--- config.mk ---
export PLATFORM = sky130hd
export DESIGN_NAME = cal_ctrl
export DESIGN_NICKNAME = d
export VERILOG_FILES = /design/src/rtl/cal_pkg.sv /design/src/rtl/cal_window.sv /design/src/rtl/cal_search.sv /design/src/rtl/cal_ctrl.sv
export SDC_FILE = /design/constraint.sdc
export NUM_CORES = 1
export LEC_CHECK = 0
export BUFFER_PORTS_ARGS = -buffer_cell sky130_fd_sc_hd__buf_2
export CAP_MARGIN = 20
export CORE_MARGIN = 2
export CORE_UTILIZATION = 55
export CTS_CLUSTER_DIAMETER = 100
export DETAILED_ROUTE_END_ITERATION = 8
export PLACE_DENSITY_LB_ADDON = 0.1
export SLEW_MARGIN = 20
export SYNTH_ARGS = -nofsm -noshare
export SYNTH_HDL_FRONTEND = slang
export SYNTH_SLANG_ARGS = --single-unit
--- constraint.sdc ---
create_clock -name clk -period 4.2 [get_ports clk]
set_clock_uncertainty 0.15 [all_clocks]
set_input_delay 0 -clock clk [delete_from_list [all_inputs] [get_ports clk]]
set_output_delay 0 -clock clk [all_outputs]
set_load 0.005 [all_outputs]
--- src/rtl/cal_pkg.sv ---
package cal_pkg;
  typedef enum logic [1:0] {V_MET, V_LOW, V_HIGH} verdict_t;
  typedef enum logic [1:0] {S_IDLE, S_OFS, S_GAIN, S_END} state_t;
endpackage

--- src/rtl/cal_window.sv ---
module cal_window
  import cal_pkg::*;
#(
  parameter int DW     = 14,
  parameter int N      = 16,
  parameter int SETTLE = 4
) (
  input  logic          clk,
  input  logic          rst,
  input  logic          clr,
  input  logic          en,
  input  logic          tgt_full,
  input  logic          smp_valid,
  input  logic [DW-1:0] smp_data,
  output logic          eval_o,
  output verdict_t      verdict_o
);
  localparam int CNTW = $clog2(N + 1);
  localparam int BW   = $clog2(SETTLE + 1);
  localparam logic [CNTW-1:0] LAST   = CNTW'(N - 1);
  localparam logic [CNTW-1:0] LO_LIM = CNTW'(N / 4);
  localparam logic [CNTW-1:0] HI_LIM = CNTW'((3 * N) / 4);
  localparam logic [BW-1:0]   BLANK0 = BW'(SETTLE);
  localparam logic [DW-1:0]   NEAR_FULL = {{(DW-1){1'b1}}, 1'b0};
  localparam logic [DW-1:0]   ONE = DW'(1);

  logic [CNTW-1:0] cnt_q, ones_q, ones_n;
  logic [BW-1:0]   blank_q;
  logic            off_q, off_n, beyond, take, last;
  verdict_t        v_n;

  always_comb begin
    take   = en && smp_valid && (blank_q == '0) && !clr;
    last   = take && (cnt_q == LAST);
    ones_n = ones_q + {{(CNTW-1){1'b0}}, smp_data[0]};
    beyond = tgt_full ? (smp_data < NEAR_FULL) : (smp_data > ONE);
    off_n  = off_q || beyond;
    if (tgt_full) begin
      if (off_n || ones_n < LO_LIM)  v_n = V_LOW;
      else if (ones_n > HI_LIM)      v_n = V_HIGH;
      else                           v_n = V_MET;
    end else begin
      if (off_n || ones_n > HI_LIM)  v_n = V_HIGH;
      else if (ones_n < LO_LIM)      v_n = V_LOW;
      else                           v_n = V_MET;
    end
  end

  always_ff @(posedge clk) begin
    if (rst) begin
      cnt_q     <= '0;
      ones_q    <= '0;
      off_q     <= 1'b0;
      blank_q   <= '0;
      eval_o    <= 1'b0;
      verdict_o <= V_MET;
    end else if (clr) begin
      cnt_q   <= '0;
      ones_q  <= '0;
      off_q   <= 1'b0;
      blank_q <= BLANK0;
      eval_o  <= 1'b0;
    end else begin
      eval_o <= last;
      if (last) begin
        cnt_q     <= '0;
        ones_q    <= '0;
        off_q     <= 1'b0;
        blank_q   <= BLANK0;
        verdict_o <= v_n;
      end else if (take) begin
        cnt_q  <= cnt_q + 1'b1;
        ones_q <= ones_n;
        off_q  <= off_n;
      end else if (blank_q != '0) begin
        blank_q <= blank_q - 1'b1;
      end
    end
  end

  // two trials never end on adjacent cycles
  a_r3_eval_gap: assert property (@(posedge clk) disable iff (rst)
    eval_o |=> !eval_o);
  // no sample is counted while settling
  a_r3_blank_skip: assert property (@(posedge clk) disable iff (rst)
    (blank_q != '0 && !clr) |=> $stable(cnt_q));
endmodule

--- src/rtl/cal_search.sv ---
module cal_search
  import cal_pkg::*;
#(
  parameter int CW   = 9,
  parameter int MAXR = 8
) (
  input  logic                 clk,
  input  logic                 rst,
  input  logic                 init,
  input  logic                 en,
  input  logic                 eval,
  input  verdict_t             verdict,
  output logic signed [CW-1:0] code_o,
  output logic                 done_o,
  output logic                 fail_o
);
  localparam int RW = $clog2(MAXR + 1);
  localparam logic [CW-1:0] MID   = {1'b1, {(CW-1){1'b0}}};
  localparam logic [CW-1:0] STEP0 = {2'b01, {(CW-2){1'b0}}};
  localparam logic [CW-1:0] UMAX  = {CW{1'b1}};
  localparam logic [RW-1:0] RLIM  = RW'(MAXR);

  logic [CW-1:0] u_q, step_q;
  logic [RW-1:0] rc_q;
  logic          act;

  assign act    = en && eval && !done_o && !fail_o;
  assign code_o = signed'(u_q ^ MID);

  always_ff @(posedge clk) begin
    if (rst || init) begin
      u_q    <= MID;
      step_q <= STEP0;
      rc_q   <= '0;
      done_o <= 1'b0;
      fail_o <= 1'b0;
    end else if (act) begin
      case (verdict)
        V_MET: done_o <= 1'b1;
        V_LOW: begin
          if (step_q != '0) begin
            u_q    <= u_q + step_q;
            step_q <= step_q >> 1;
          end else if (u_q == UMAX || rc_q == RLIM) begin
            fail_o <= 1'b1;
          end else begin
            u_q  <= u_q + 1'b1;
            rc_q <= rc_q + 1'b1;
          end
        end
        default: begin
          if (step_q != '0) begin
            u_q    <= u_q - step_q;
            step_q <= step_q >> 1;
          end else if (u_q == '0 || rc_q == RLIM) begin
            fail_o <= 1'b1;
          end else begin
            u_q  <= u_q - 1'b1;
            rc_q <= rc_q + 1'b1;
          end
        end
      endcase
    end
  end

  // refinement moves the code by at most one
  a_r6_unit_step: assert property (@(posedge clk) disable iff (rst)
    (step_q == '0 && !init) |=>
      (u_q == $past(u_q) || u_q == $past(u_q) + 1'b1 || u_q == $past(u_q) - 1'b1));
  // failure only at a span limit or with the refinement budget spent
  a_r7_fail_cause: assert property (@(posedge clk) disable iff (rst)
    $rose(fail_o) |-> (u_q == '0 || u_q == UMAX || rc_q == RLIM));
  // a finished search holds its code
  a_r9_code_hold: assert property (@(posedge clk) disable iff (rst)
    ((done_o || fail_o) && !init) |=> $stable(u_q));
endmodule

--- src/rtl/cal_ctrl.sv ---
module cal_ctrl
  import cal_pkg::*;
#(
  parameter int DW     = 14,
  parameter int N      = 16,
  parameter int SETTLE = 4,
  parameter int CW     = 9,
  parameter int MAXR   = 8
) (
  input  logic                 clk,
  input  logic                 rst,
  input  logic                 cal_start,
  input  logic                 smp_valid,
  input  logic [DW-1:0]        smp_data,
  output logic signed [CW-1:0] ofs_code,
  output logic signed [CW-1:0] gain_code,
  output logic                 cal_phase,
  output logic                 cal_busy,
  output logic                 cal_done,
  output logic                 cal_fail
);
  state_t   state_q;
  logic     go, to_gain, clr, eval;
  verdict_t verdict;
  logic [1:0] s_done, s_fail;
  logic signed [CW-1:0] s_code [2];

  assign go      = cal_start && (state_q == S_IDLE || state_q == S_END);
  assign to_gain = (state_q == S_OFS) && s_done[0];
  assign clr     = go || to_gain;

  cal_window #(.DW(DW), .N(N), .SETTLE(SETTLE)) u_win (
    .clk(clk), .rst(rst), .clr(clr),
    .en(state_q == S_OFS || state_q == S_GAIN),
    .tgt_full(state_q == S_GAIN),
    .smp_valid(smp_valid), .smp_data(smp_data),
    .eval_o(eval), .verdict_o(verdict)
  );

  for (genvar i = 0; i < 2; i++) begin : g_trim
    localparam state_t OWN_ST = (i == 0) ? S_OFS : S_GAIN;
    cal_search #(.CW(CW), .MAXR(MAXR)) u_srch (
      .clk(clk), .rst(rst), .init(go), .en(state_q == OWN_ST),
      .eval(eval), .verdict(verdict),
      .code_o(s_code[i]), .done_o(s_done[i]), .fail_o(s_fail[i])
    );
  end

  assign ofs_code  = s_code[0];
  assign gain_code = s_code[1];
  assign cal_phase = (state_q == S_GAIN);
  assign cal_busy  = (state_q == S_OFS) || (state_q == S_GAIN);

  always_ff @(posedge clk) begin
    if (rst) begin
      state_q  <= S_IDLE;
      cal_done <= 1'b0;
      cal_fail <= 1'b0;
    end else if (go) begin
      state_q  <= S_OFS;
      cal_done <= 1'b0;
      cal_fail <= 1'b0;
    end else begin
      case (state_q)
        S_OFS:
          if (s_fail[0]) begin
            state_q  <= S_END;
            cal_fail <= 1'b1;
          end else if (s_done[0]) begin
            state_q <= S_GAIN;
          end
        S_GAIN:
          if (s_fail[1]) begin
            state_q  <= S_END;
            cal_fail <= 1'b1;
          end else if (s_done[1]) begin
            state_q  <= S_END;
            cal_done <= 1'b1;
          end
        default: ;
      endcase
    end
  end

  // gain code frozen outside the gain phase
  a_r8_gain_frozen: assert property (@(posedge clk) disable iff (rst)
    (state_q != S_GAIN && !go) |=> $stable(gain_code));
  // gain phase is entered only from a met offset phase
  a_r8_order: assert property (@(posedge clk) disable iff (rst)
    $rose(cal_phase) |-> $past(s_done[0]));
  // done and fail never together
  a_r9_exclusive: assert property (@(posedge clk) disable iff (rst)
    cal_done |-> !cal_fail);
  // start during a run is ignored
  a_r2_busy_start: assert property (@(posedge clk) disable iff (rst)
    (cal_busy && cal_start) |=> !(cal_busy && ofs_code == '0 && $past(ofs_code) != '0));
endmodule

* After elaboration in Yosys (flattened, before gate mapping)
Index checks and enable logic that the tools add are counted.
Cells by class: $add $sub $neg 13, $mul 0, div/mod/pow operators 0, $lt $le $gt $ge 4, eq/ne operators 26, shifts and indexed selects 0, mux-type cells 49, bitwise gates (word level) 8, reductions and logical operators 61
Operator list (number):
- $mux 9 | 8
- $pmux 9 s2 | 2
- $mux 4 | 8
- $reduce_and 5->1 | 4
- $add 9x1->9 const B | 2
- $add 9x8->9 | 2
- $eq 9x9->1 const B | 2
- $logic_not 9->1 | 2
- $reduce_and 3->1 | 6
- $reduce_bool 9->1 | 2
- $sub 9x1->9 const B | 2
- $sub 9x8->9 | 2
- $mux 2 | 8
- $pmux 4 s2 | 2
- $gt 14x1->1 const B | 1
- $lt 14x14->1 const B | 1
- $mux 1 | 13
- $logic_and 1x1->1 | 12
- $mux 3 | 4
- $ne 2x2->1 const B | 6
- $ne 3x3->1 const B | 4
- $logic_or 1x1->1 | 11
- $reduce_and 2->1 | 5
- $ne 3x2->1 const B | 3
- other kinds (23) | 49
Storage, ports and cells: register bits 67, bits in latches 0, RAM bits 0, bits in read-only memories 0, output and inout port bits 22, logic and storage cells 182, memories kept 0

* Longest topological paths before layout
Gate-level depths: netlist (run 1).
depth after elaboration 9, depth in mapped cells 15

* Hierarchy
From an unflattened synthesis (run 1), not the netlist that was laid out.
Unflattened totals: cells, all modules 521, area total of the unflattened synthesis 4350.4 um^2
Modules (own cells, without submodules):
- cal_search (g_trim[0].u_srch) | times used 1, cells each 185, area an instance 1602.8 um^2
- cal_search (g_trim[1].u_srch) | times used 1, cells each 199, area an instance 1584.0 um^2
- cal_window | times used 1, cells each 106, area an instance 904.6 um^2
- cal_ctrl | times used 1, cells each 31, area an instance 259.0 um^2

* Least setup slack after synthesis (run 1)
Ideal clock, no wire load.
path kind reg-to-reg, from register g_trim[1].u_srch.step_q[4], to register g_trim[1].u_srch.u_q[8], setup time 0.096 ns, arrival 3.134 ns, data required time 3.954 ns, slack 0.820 ns, stages on the path, launching flop included 16, cells stage by stage dfxtp_1 buf_6 or4_4 nor2_1 or2_2 inv_1 ha_1 nor3b_1 nor2_1 xor2_1 ha_1 o21ai_0 a21oi_1 o41ai_1 mux2i_1 nor4b_1
Between the ends: cells in the longest elaborated chain, start to end 3, elaborated cells between the ends (all ways) 9, classes of those cells add/sub: 2; eq/ne: 2; mux: 3; reduce/logical: 2
Ends and longest elaborated chain:
- start, declared | RTL line cal_search.sv:23 | logic [CW-1:0] u_q, step_q;
- start signal, assigned | RTL line cal_search.sv:43 | step_q <= step_q >> 1;
- start signal, assigned | RTL line cal_search.sv:54 | step_q <= step_q >> 1;
- $sub 9x8->9 (tied with other cells) | RTL line cal_search.sv:53 | u_q <= u_q - step_q;
- $mux 9 (tied with other cells) | RTL line cal_search.sv:52 | if (step_q != '0) begin
- $pmux 9 s2 or $reduce_and 4->1 (tied branches)
- end signal, assigned | RTL line cal_search.sv:42 | u_q <= u_q + step_q;
- end signal, assigned | RTL line cal_search.sv:53
- end signal, assigned | RTL line cal_search.sv:58 | u_q <= u_q - 1'b1;
- end, declared | RTL line cal_search.sv:23
Parallel ways exist; a longest one is shown, timed or not. A chain may end at the register's enable or synchronous reset.

* Final worst setup path (run 1)
Same ends and word-level chain as after synthesis.

==> results of run 1 <==
[stage by stage]
step / hold WS, ns / instances / util [%] / area [sq um] / total power, W
finish: 0.02542 / 683 / 62.04 / 4770 / 0.001676
global route: 0.08489 / 683 / 62.04 / 4770 / 0.001769
CTS: 0.01554 / 683 / 61.95 / 4762 / 0.001690
detailed placement: 0.1310 / 661 / 58.20 / 4474 / 0.001054
global placement: 0.1266 / 661 / 58.20 / 4474 / 0.001043
floorplan: 0.05224 / 555 / - / 4335 / 0.0009598
[layer usage]
layer	track usage, %	vias to the layer above
met5	0	-
met4	9.069	0
met3	3.173	20
met2	40.82	76
met1	31.77	1857
li1	-	2020
[synth_stat cells, types with 6 or more instances]
cell type and count:
sky130_fd_sc_hd__dfxtp_1 67, sky130_fd_sc_hd__nand2_1 57, sky130_fd_sc_hd__nor2_1 53, sky130_fd_sc_hd__a21oi_1 52, sky130_fd_sc_hd__ha_1 33, sky130_fd_sc_hd__inv_1 31, sky130_fd_sc_hd__o21ai_0 30, sky130_fd_sc_hd__nand3_1 24
sky130_fd_sc_hd__clkbuf_1 18, sky130_fd_sc_hd__xor2_1 18, sky130_fd_sc_hd__buf_4 16, sky130_fd_sc_hd__nand4_1 16, sky130_fd_sc_hd__nor4_1 15, sky130_fd_sc_hd__or3_1 11, sky130_fd_sc_hd__mux2i_1 8, sky130_fd_sc_hd__nor3_1 8
sky130_fd_sc_hd__xnor2_1 7, sky130_fd_sc_hd__o31ai_1 6
[area by class of cell]
cell class,instances,area share [%]
multi-input cells,417,55.85
clock inverters,5,1.810
clock buffers,11,2.964
repair buffers,50,6.139
well taps,102,2.676
inverters,31,2.440
flip-flops and latches,67,28.12
[cell families after synthesis]
family                     Yosys count  synth area share, %
AOI/OAI and AO/OA                  128                17.95
xor gates and xnor gates            25                5.051
adders and majority gates           35                10.45
buffers and inverters               71                7.792
DFF                                 67                30.94
muxes                                8                1.847
and+or+nand+nor                    221                25.97
[critical path, stage by stage (launching register included)]
cell and delay, ns:
sky130_fd_sc_hd__dfxtp_1 0.38, sky130_fd_sc_hd__or4_4 0.55, sky130_fd_sc_hd__nor2_1 0.23, sky130_fd_sc_hd__or2_2 0.17
sky130_fd_sc_hd__inv_1 0.04, sky130_fd_sc_hd__ha_1 0.18, sky130_fd_sc_hd__nor3b_1 0.17, sky130_fd_sc_hd__nor2_1 0.13
sky130_fd_sc_hd__xor2_1 0.16, sky130_fd_sc_hd__ha_1 0.30, sky130_fd_sc_hd__o21ai_0 0.18, sky130_fd_sc_hd__a21oi_1 0.08
sky130_fd_sc_hd__o41ai_1 0.45, sky130_fd_sc_hd__nor4b_1 0.34, sky130_fd_sc_hd__nor4b_1 0.09
[final timing paths]
check	slack, ns	start	end	cells past startpoint
max	0.48	g_trim[1].u_srch.step_q[4]$_SDFFE_PP0P_	g_trim[1].u_srch.u_q[8]$_SDFFE_PP1P_	14
max reg2reg	0.48	g_trim[1].u_srch.step_q[4]$_SDFFE_PP0P_	g_trim[1].u_srch.u_q[8]$_SDFFE_PP1P_	14
min reg2reg	0.34	cal_fail$_SDFFE_PP0P_	cal_fail$_SDFFE_PP0P_	2
min	0.03	smp_data[9]	u_win.off_q$_SDFFE_PP0P_	5
[layout by cell type, fill, tap and decap left out, types with 3 or more instances in the layout]
master                          Yosys  routed
sky130_fd_sc_hd__a211oi_1           5       5
sky130_fd_sc_hd__a21oi_1           52      52
sky130_fd_sc_hd__a311oi_1           3       3
sky130_fd_sc_hd__a31oi_1            5       5
sky130_fd_sc_hd__and4_1             3       3
sky130_fd_sc_hd__buf_2              2      39
sky130_fd_sc_hd__buf_4             16       5
sky130_fd_sc_hd__clkbuf_8           0      10
sky130_fd_sc_hd__clkinv_4           0       3
sky130_fd_sc_hd__dfxtp_1           67      67
sky130_fd_sc_hd__dlygate4sd3_1      0       6
sky130_fd_sc_hd__ha_1              33      33
sky130_fd_sc_hd__inv_1             31      31
sky130_fd_sc_hd__mux2i_1            8       8
sky130_fd_sc_hd__nand2_1           57      57
sky130_fd_sc_hd__nand2b_1           5       5
sky130_fd_sc_hd__nand3_1           24      24
sky130_fd_sc_hd__nand4_1           16      16
sky130_fd_sc_hd__nor2_1            53      52
sky130_fd_sc_hd__nor2b_1            3       3
sky130_fd_sc_hd__nor3_1             8       8
sky130_fd_sc_hd__nor3b_1            3       3
sky130_fd_sc_hd__nor4_1            15      15
sky130_fd_sc_hd__o21ai_0           30      30
sky130_fd_sc_hd__o31a_1             3       3
sky130_fd_sc_hd__o31ai_1            6       5
sky130_fd_sc_hd__or2_2              3       3
sky130_fd_sc_hd__or3_1             11      11
sky130_fd_sc_hd__or4_1              5       5
sky130_fd_sc_hd__xnor2_1            7       7
sky130_fd_sc_hd__xor2_1            18      18
[sequential cells by signal, summed over array words and instances (netlist names)]
name,cells
u_win.cnt_q,5
u_win.blank_q,3
state_q,2
u_win.verdict_o,2
cal_fail,1
cal_done,1
u_win.eval_o,1
u_win.off_q,1
g_trim.u_srch.step_q,16
g_trim.u_srch.fail_o,2
g_trim.u_srch.done_o,2
g_trim.u_srch.rc_q,8
g_trim.u_srch.u_q,18
u_win.ones_q,5
[power by group through the flow]
stage | Combinational, W | Sequential (W) | Clock [W]
floorplan | 0.000263 | 0.000697 | 0
global placement | 0.000344 | 0.000699 | 0
detailed placement | 0.000353 | 0.000700 | 0
CTS | 0.000367 | 0.000686 | 0.000637
global route | 0.000414 | 0.000690 | 0.000664
finish | 0.000370 | 0.000686 | 0.000620
==> implementation parameters, run 1 <==
Parameter                              Value

Synthesis
  Avg Cell Area, Syn    a little under 8 sq um
  Post-synth top area share    a little under a third
  #FFs+latches synth    between 60 and 70
  Number of flops mapped to enable cells by yosys    0
  Number of different library cells in the post-synthesis netlist    60
  Main synth FF type    sky130_fd_sc_hd__dfxtp_1
  Post-Syn Area    4335 sq um
  Async set-reset flop share out of synthesis    0%
  Register area share after synthesis    30.94%
  Net count after synthesis    608
  Largest cells by area after synthesis    sky130_fd_sc_hd__dfxtp_1, sky130_fd_sc_hd__ha_1, sky130_fd_sc_hd__a21oi_1
  Number of instances in the synthesized netlist    555
  Largest area contributor in the netlist    sky130_fd_sc_hd__dfxtp_1
  Syn. warnings    0

GRT
  Largest net degree at the start of global routing    32
  Via count of the first global-routing pass    approximately 3,700
  Global Route Usage Sum    24.30%
  Number of antenna violations at the first check in global routing    0
  Grt ovf    0
  Wire length of the first global-routing pass    approximately 17,000 microns

Floorplanning
  Die boundary width    92.79 microns
  Die outline area    between 8000 and 9000 sq um
  Core area    7687 sq um
  Top-level I/O count    40
  Starting density of the core    a little under three fifths
  Chip Height    92.79 microns
  Count of standard-cell rows    32

Routing
  Vias    3,973
  Wl on met1    4641 microns
  Uppermost layer routed    met4
  Starting DRT DRC Count    about 230
  Routed via count divided by cell count    just under 6
  Met3 wire length    316 microns
  Final routed DRC violation total    0
  First-pass detailed-route iteration total    4
  WL final    9936 microns
  Mean routed wirelength per cell    14.55 microns
  Metal2 WL    4783 microns
  Number of antenna-violating nets in the routed design    0

Power
  IR Drop Worst-Case VDD    roughly 0.21 mV
  Leakage power figure    a little under 2 nW
  Switch share    30.72%
  Sequential power share    40.9%
  Clock share of power    ~37%
  Cell internal pwr    0.001161 W
  Switch Pwr    0.0005149 W
  Total power divided by cell area    351.4 nW/um^2
  Combinational cell fraction of total power    approximately 22%

Critical path
  Data required time of the critical path    4.27 ns
  Crit path capture type    flop
  Worst-path fanout max    8
  Data arrival time of the worst path    3.79 ns
  Critical path class    reg -> reg
  CP startpoint kind    flop

Run
  Max cap viols    0

Finish
  Sequential Area    1341 sq um
  Final net count    629
  Filler cell count    726
  Number of antenna repair diodes    0
  Signed area change from the synthesized netlist to the final layout    10.01%
  Area of combinational cells with multiple inputs    2664 sq um
  Share of post-route cells with drive strength above 1    12.22%

Timing
  Final count of hold timing violations    0
  Max transition margin    52.13%
  Unrepaired setup endpoints after global routing    false
  Maximum clock frequency    269.0 MHz
  Worst Max-Slew Pin Slew    0.7137 ns
  Sum of negative setup slack    0 ns
  Share of the cycle needed by the critical path after routing    88.51%
  Shortest period the worst path allows    ~3.7 ns
  Final Max Slew Viols    0
  Setup violations, final    0
  Min setup slack post-route    0.4826 ns

Clocking
  Maximum number of buffers from clock root to sink    2
  Quantity of gates resized following cts    0
  Clock tree from TritonCTS    yes
  Clock H-tree levels    3
  Number of CTS-inserted buffers    9
  Clock latency reported for the late side of the worst-skew pair    between 0.3 and 0.4 ns
  Post-CTS Repair Setup Buffers    0
  Post-cts hold buffer count    6
  CTS root buf    sky130_fd_sc_hd__clkbuf_8
  Number of clock sinks    67
  Clock-pin slew on the worst setup and hold paths    0.08 ns

Place
  Place WS    0.5870 ns
  Dpl hpwl    7225 microns
  RD Place Congestion    0.9009
  Quantity of I/O buffers inserted on ports    39

Hold path
  Hold Path Class    in -> reg

Outcome
  Result of the run    complete, no violations
No activity file was read; power rests on OpenSTA's default activity.
==> run 2: changes to the inputs <==
PLACE_DENSITY = 0.75   (was not set)
PLACE_DENSITY_LB_ADDON = not set   (was 0.1)
==> run 2 against run 1 <==
Clock power rose by 4.0%. Fmax shrank 1.5%. Global-route usage is 0.18 points lower. Design area fell by 0.31%. Total power is 0.91% higher. Sequential share of layout area rose by 0.089 points. Routed wire length is 2.8% lower. Critical path depth is the same.
==> implementation parameters, run 2 (synthesized netlist as in run 1, its figures left out) <==
Parameter                              Value

Finish
  Share of post-route cells with drive strength above 1    12.09% (-0.13 points)
  Largest registers    g_trim.u_srch.u_q (18), g_trim.u_srch.step_q (16), g_trim.u_srch.rc_q (8)
  Layout Cell Area excl Fill    4755 sq um (-0.31%)
  Largest register FFs    18 (unchanged)
  Final net count    628 (-0.16%)
  Biggest register    g_trim.u_srch.u_q
  Filler cell count    694 (-4.4%)
  Number of antenna repair diodes    0 (unchanged)
  Commonest non-fill, non-tap cells in the layout    sky130_fd_sc_hd__dfxtp_1, sky130_fd_sc_hd__nand2_1, sky130_fd_sc_hd__nor2_1, sky130_fd_sc_hd__a21oi_1, sky130_fd_sc_hd__buf_2
  Most common cell after layout, fill and taps aside    sky130_fd_sc_hd__dfxtp_1
  Signed area change from the synthesized netlist to the final layout    9.668%

Timing
  Final count of hold timing violations    0 (unchanged)
  Setup violations, final    0 (unchanged)
  Sum of negative setup slack    0 ns (unchanged)
  Shortest period the worst path allows    3.773 ns (+0.05512 ns)
  Maximum clock frequency    265.1 MHz (-1.5%)
  Share of the cycle needed by the critical path after routing    89.82% (+1.3 points)
  Final Max Slew Viols    0 (unchanged)
  Worst Max-Slew Pin Slew    0.7944 ns (+0.08067 ns)
  Max transition margin    47.04% (-5.1 points)
  Unrepaired setup endpoints after global routing    false

Hold path
  Endpoint, Worst Hold    u_win.off_q$_SDFFE_PP0P_
  Number of cells on the worst hold path    5 (unchanged)
  Startpoint of the lowest-slack hold path    smp_data[7]
  Hold Path Class    in -> reg

Critical path
  Worst-path fanout max    8 (unchanged)
  CP startpoint kind    flop
  Critical path class    reg -> reg
  Worst r2r dst    g_trim[1].u_srch.u_q[8]$_SDFFE_PP1P_
  Crit path capture type    flop
  Data required time of the critical path    4.30 ns (+0.03 ns)
  Start of the worst register-to-register path    g_trim[1].u_srch.step_q[4]$_SDFFE_PP0P_
  Data arrival time of the worst path    3.87 ns (+0.08 ns)
  Setup slack of the worst register-to-register path    0.43 ns (-0.06 ns)
  Path depth of the worst reg2reg path    14 (unchanged)

Clocking
  Post-cts hold buffer count    4 (-2)
  Number of CTS-inserted buffers    9 (unchanged)
  Maximum number of buffers from clock root to sink    2 (unchanged)
  Quantity of gates resized following cts    0 (unchanged)
  CTS root buf    sky130_fd_sc_hd__clkbuf_8
  Number of clock sinks    67 (unchanged)
  Post-CTS Repair Setup Buffers    0 (unchanged)
  Clock tree from TritonCTS    yes
  Clock latency reported for the late side of the worst-skew pair    0.35 ns (about the same)
  Clock H-tree levels    3 (unchanged)
  Clock-pin slew on the worst setup and hold paths    0.08 ns (about the same)

Place
  Dpl hpwl    7000 microns (-3.1%)
  RD Place Congestion    0.9060 (+0.57%)
  Dpl cell area    4482 sq um (+0.17%)
  Quantity of I/O buffers inserted on ports    39 (unchanged)

Routing
  WL final    9662 microns (-2.8%)
  Routed via count divided by cell count    5.858 (+0.70%)
  Final routed DRC violation total    0 (unchanged)
  Mean routed wirelength per cell    14.19 microns (-2.5%)
  Number of antenna-violating nets in the routed design    0 (unchanged)
  Vias    3,989 (+0.40%)
  Starting DRT DRC Count    211 (-9.4%)
  First-pass detailed-route iteration total    5 (+1)

Outcome
  Result of the run    complete, no violations

GRT
  Number of antenna violations at the first check in global routing    0 (unchanged)
  Grt ovf    0 (unchanged)
  Largest net degree at the start of global routing    26 (-19%)
  Via count of the first global-routing pass    3,828 (+3.0%)
  Global Route Usage Sum    24.12% (-0.18 points)
  Wire length of the first global-routing pass    17,070 microns (+0.28%)

Floorplanning
  Count of standard-cell rows    32 (unchanged)
  Top-level I/O count    40 (unchanged)
  Die outline area    8609 sq um (unchanged)
  Die boundary width    92.79 microns (unchanged)
  Chip Height    92.79 microns (unchanged)
  Core area    7687 sq um (unchanged)
  Starting density of the core    56.40% (unchanged)

Run
  Max cap viols    0 (unchanged)

Power
  IR Drop Worst-Case VDD    0.2569 mV (+22%)
  Leakage power figure    1.981 nW (about the same)
  Total power divided by cell area    355.7 nW/um^2 (+1.2%)
run 2: final cells by class:
class	instances	area (sq um)	share of cell area, %
Tap cell	102	127.6	2.684
Clock inverter	5	102.6	2.158
Clock buffer	10	127.6	2.684
Timing Repair Buffer	49	280.3	5.895
Inverter	31	116.4	2.447
Sequential cell	67	1341	28.21
Multi-Input combinational cell	417	2659	55.92
run 2: metrics by stage:
step | total power [W] | hold WS [ns] | cells | utilization [%] | setup WS [ns]
detailed placement | 0.001053 | 0.1300 | 662 | 58.30 | 0.4683
global placement | 0.001039 | 0.1278 | 662 | 58.30 | 0.6470
floorplan | 0.0009598 | 0.05224 | 555 | - | 0.8202
CTS | 0.001705 | 0.01523 | 681 | 61.82 | 0.4421
global route | 0.001784 | 0.07153 | 681 | 61.85 | 0.2119
finish | 0.001691 | 0.02062 | 681 | 61.85 | 0.4275
run 2: worst max-delay path by stage:
stage                                                       start                                    to  slack [ns]  cells after the start
after detailed placement  g_trim[1].u_srch.step_q[4]$_SDFFE_PP0P_  g_trim[1].u_srch.u_q[8]$_SDFFE_PP1P_        0.47                     14
after CTS                 g_trim[1].u_srch.step_q[4]$_SDFFE_PP0P_  g_trim[1].u_srch.u_q[8]$_SDFFE_PP1P_        0.44                     14
after global routing      g_trim[0].u_srch.step_q[4]$_SDFFE_PP0P_  g_trim[0].u_srch.u_q[8]$_SDFFE_PP1P_        0.21                     14
after global placement    g_trim[1].u_srch.step_q[4]$_SDFFE_PP0P_  g_trim[1].u_srch.u_q[8]$_SDFFE_PP1P_        0.65                     14
after floorplan           g_trim[1].u_srch.step_q[4]$_SDFFE_PP0P_  g_trim[1].u_srch.u_q[8]$_SDFFE_PP1P_        0.82                     15
final                     g_trim[1].u_srch.step_q[4]$_SDFFE_PP0P_  g_trim[1].u_srch.u_q[8]$_SDFFE_PP1P_        0.43                     14
run 2: worst max-delay path: stages (launching register included):
cell                      delay [ns]
sky130_fd_sc_hd__dfxtp_1        0.39
sky130_fd_sc_hd__or4_4          0.55
sky130_fd_sc_hd__nor2_1         0.19
sky130_fd_sc_hd__or2_2          0.15
sky130_fd_sc_hd__inv_1          0.04
sky130_fd_sc_hd__ha_1           0.18
sky130_fd_sc_hd__nor3b_1        0.17
sky130_fd_sc_hd__nor2_1         0.12
sky130_fd_sc_hd__xor2_1         0.16
sky130_fd_sc_hd__ha_1           0.30
sky130_fd_sc_hd__o21ai_0        0.18
sky130_fd_sc_hd__a21oi_1        0.08
sky130_fd_sc_hd__o41ai_1        0.53
sky130_fd_sc_hd__mux2i_1        0.17
sky130_fd_sc_hd__nor4b_1        0.30
run 2: layer usage:
metal | track usage, % | vias to the layer above | wire (microns)
li1 | - | 2029 | -
met1 | 29.08 | 1843 | 4367
met2 | 41.73 | 93 | 4681
met3 | 4.394 | 24 | 393
met4 | 10.66 | 0 | 220
met5 | 0 | - | 0
run 2: report_power, final:
| part | switching [W] | leakage [nW] | internal [W] | total [W] |
|---|---|---|---|---|
| sequential | 0.0000197 | 0.541 | 0.000666 | 0.000686 |
| combinational | 0.000220 | 1.33 | 0.000140 | 0.000360 |
| clock | 0.000255 | 0.112 | 0.000390 | 0.000645 |
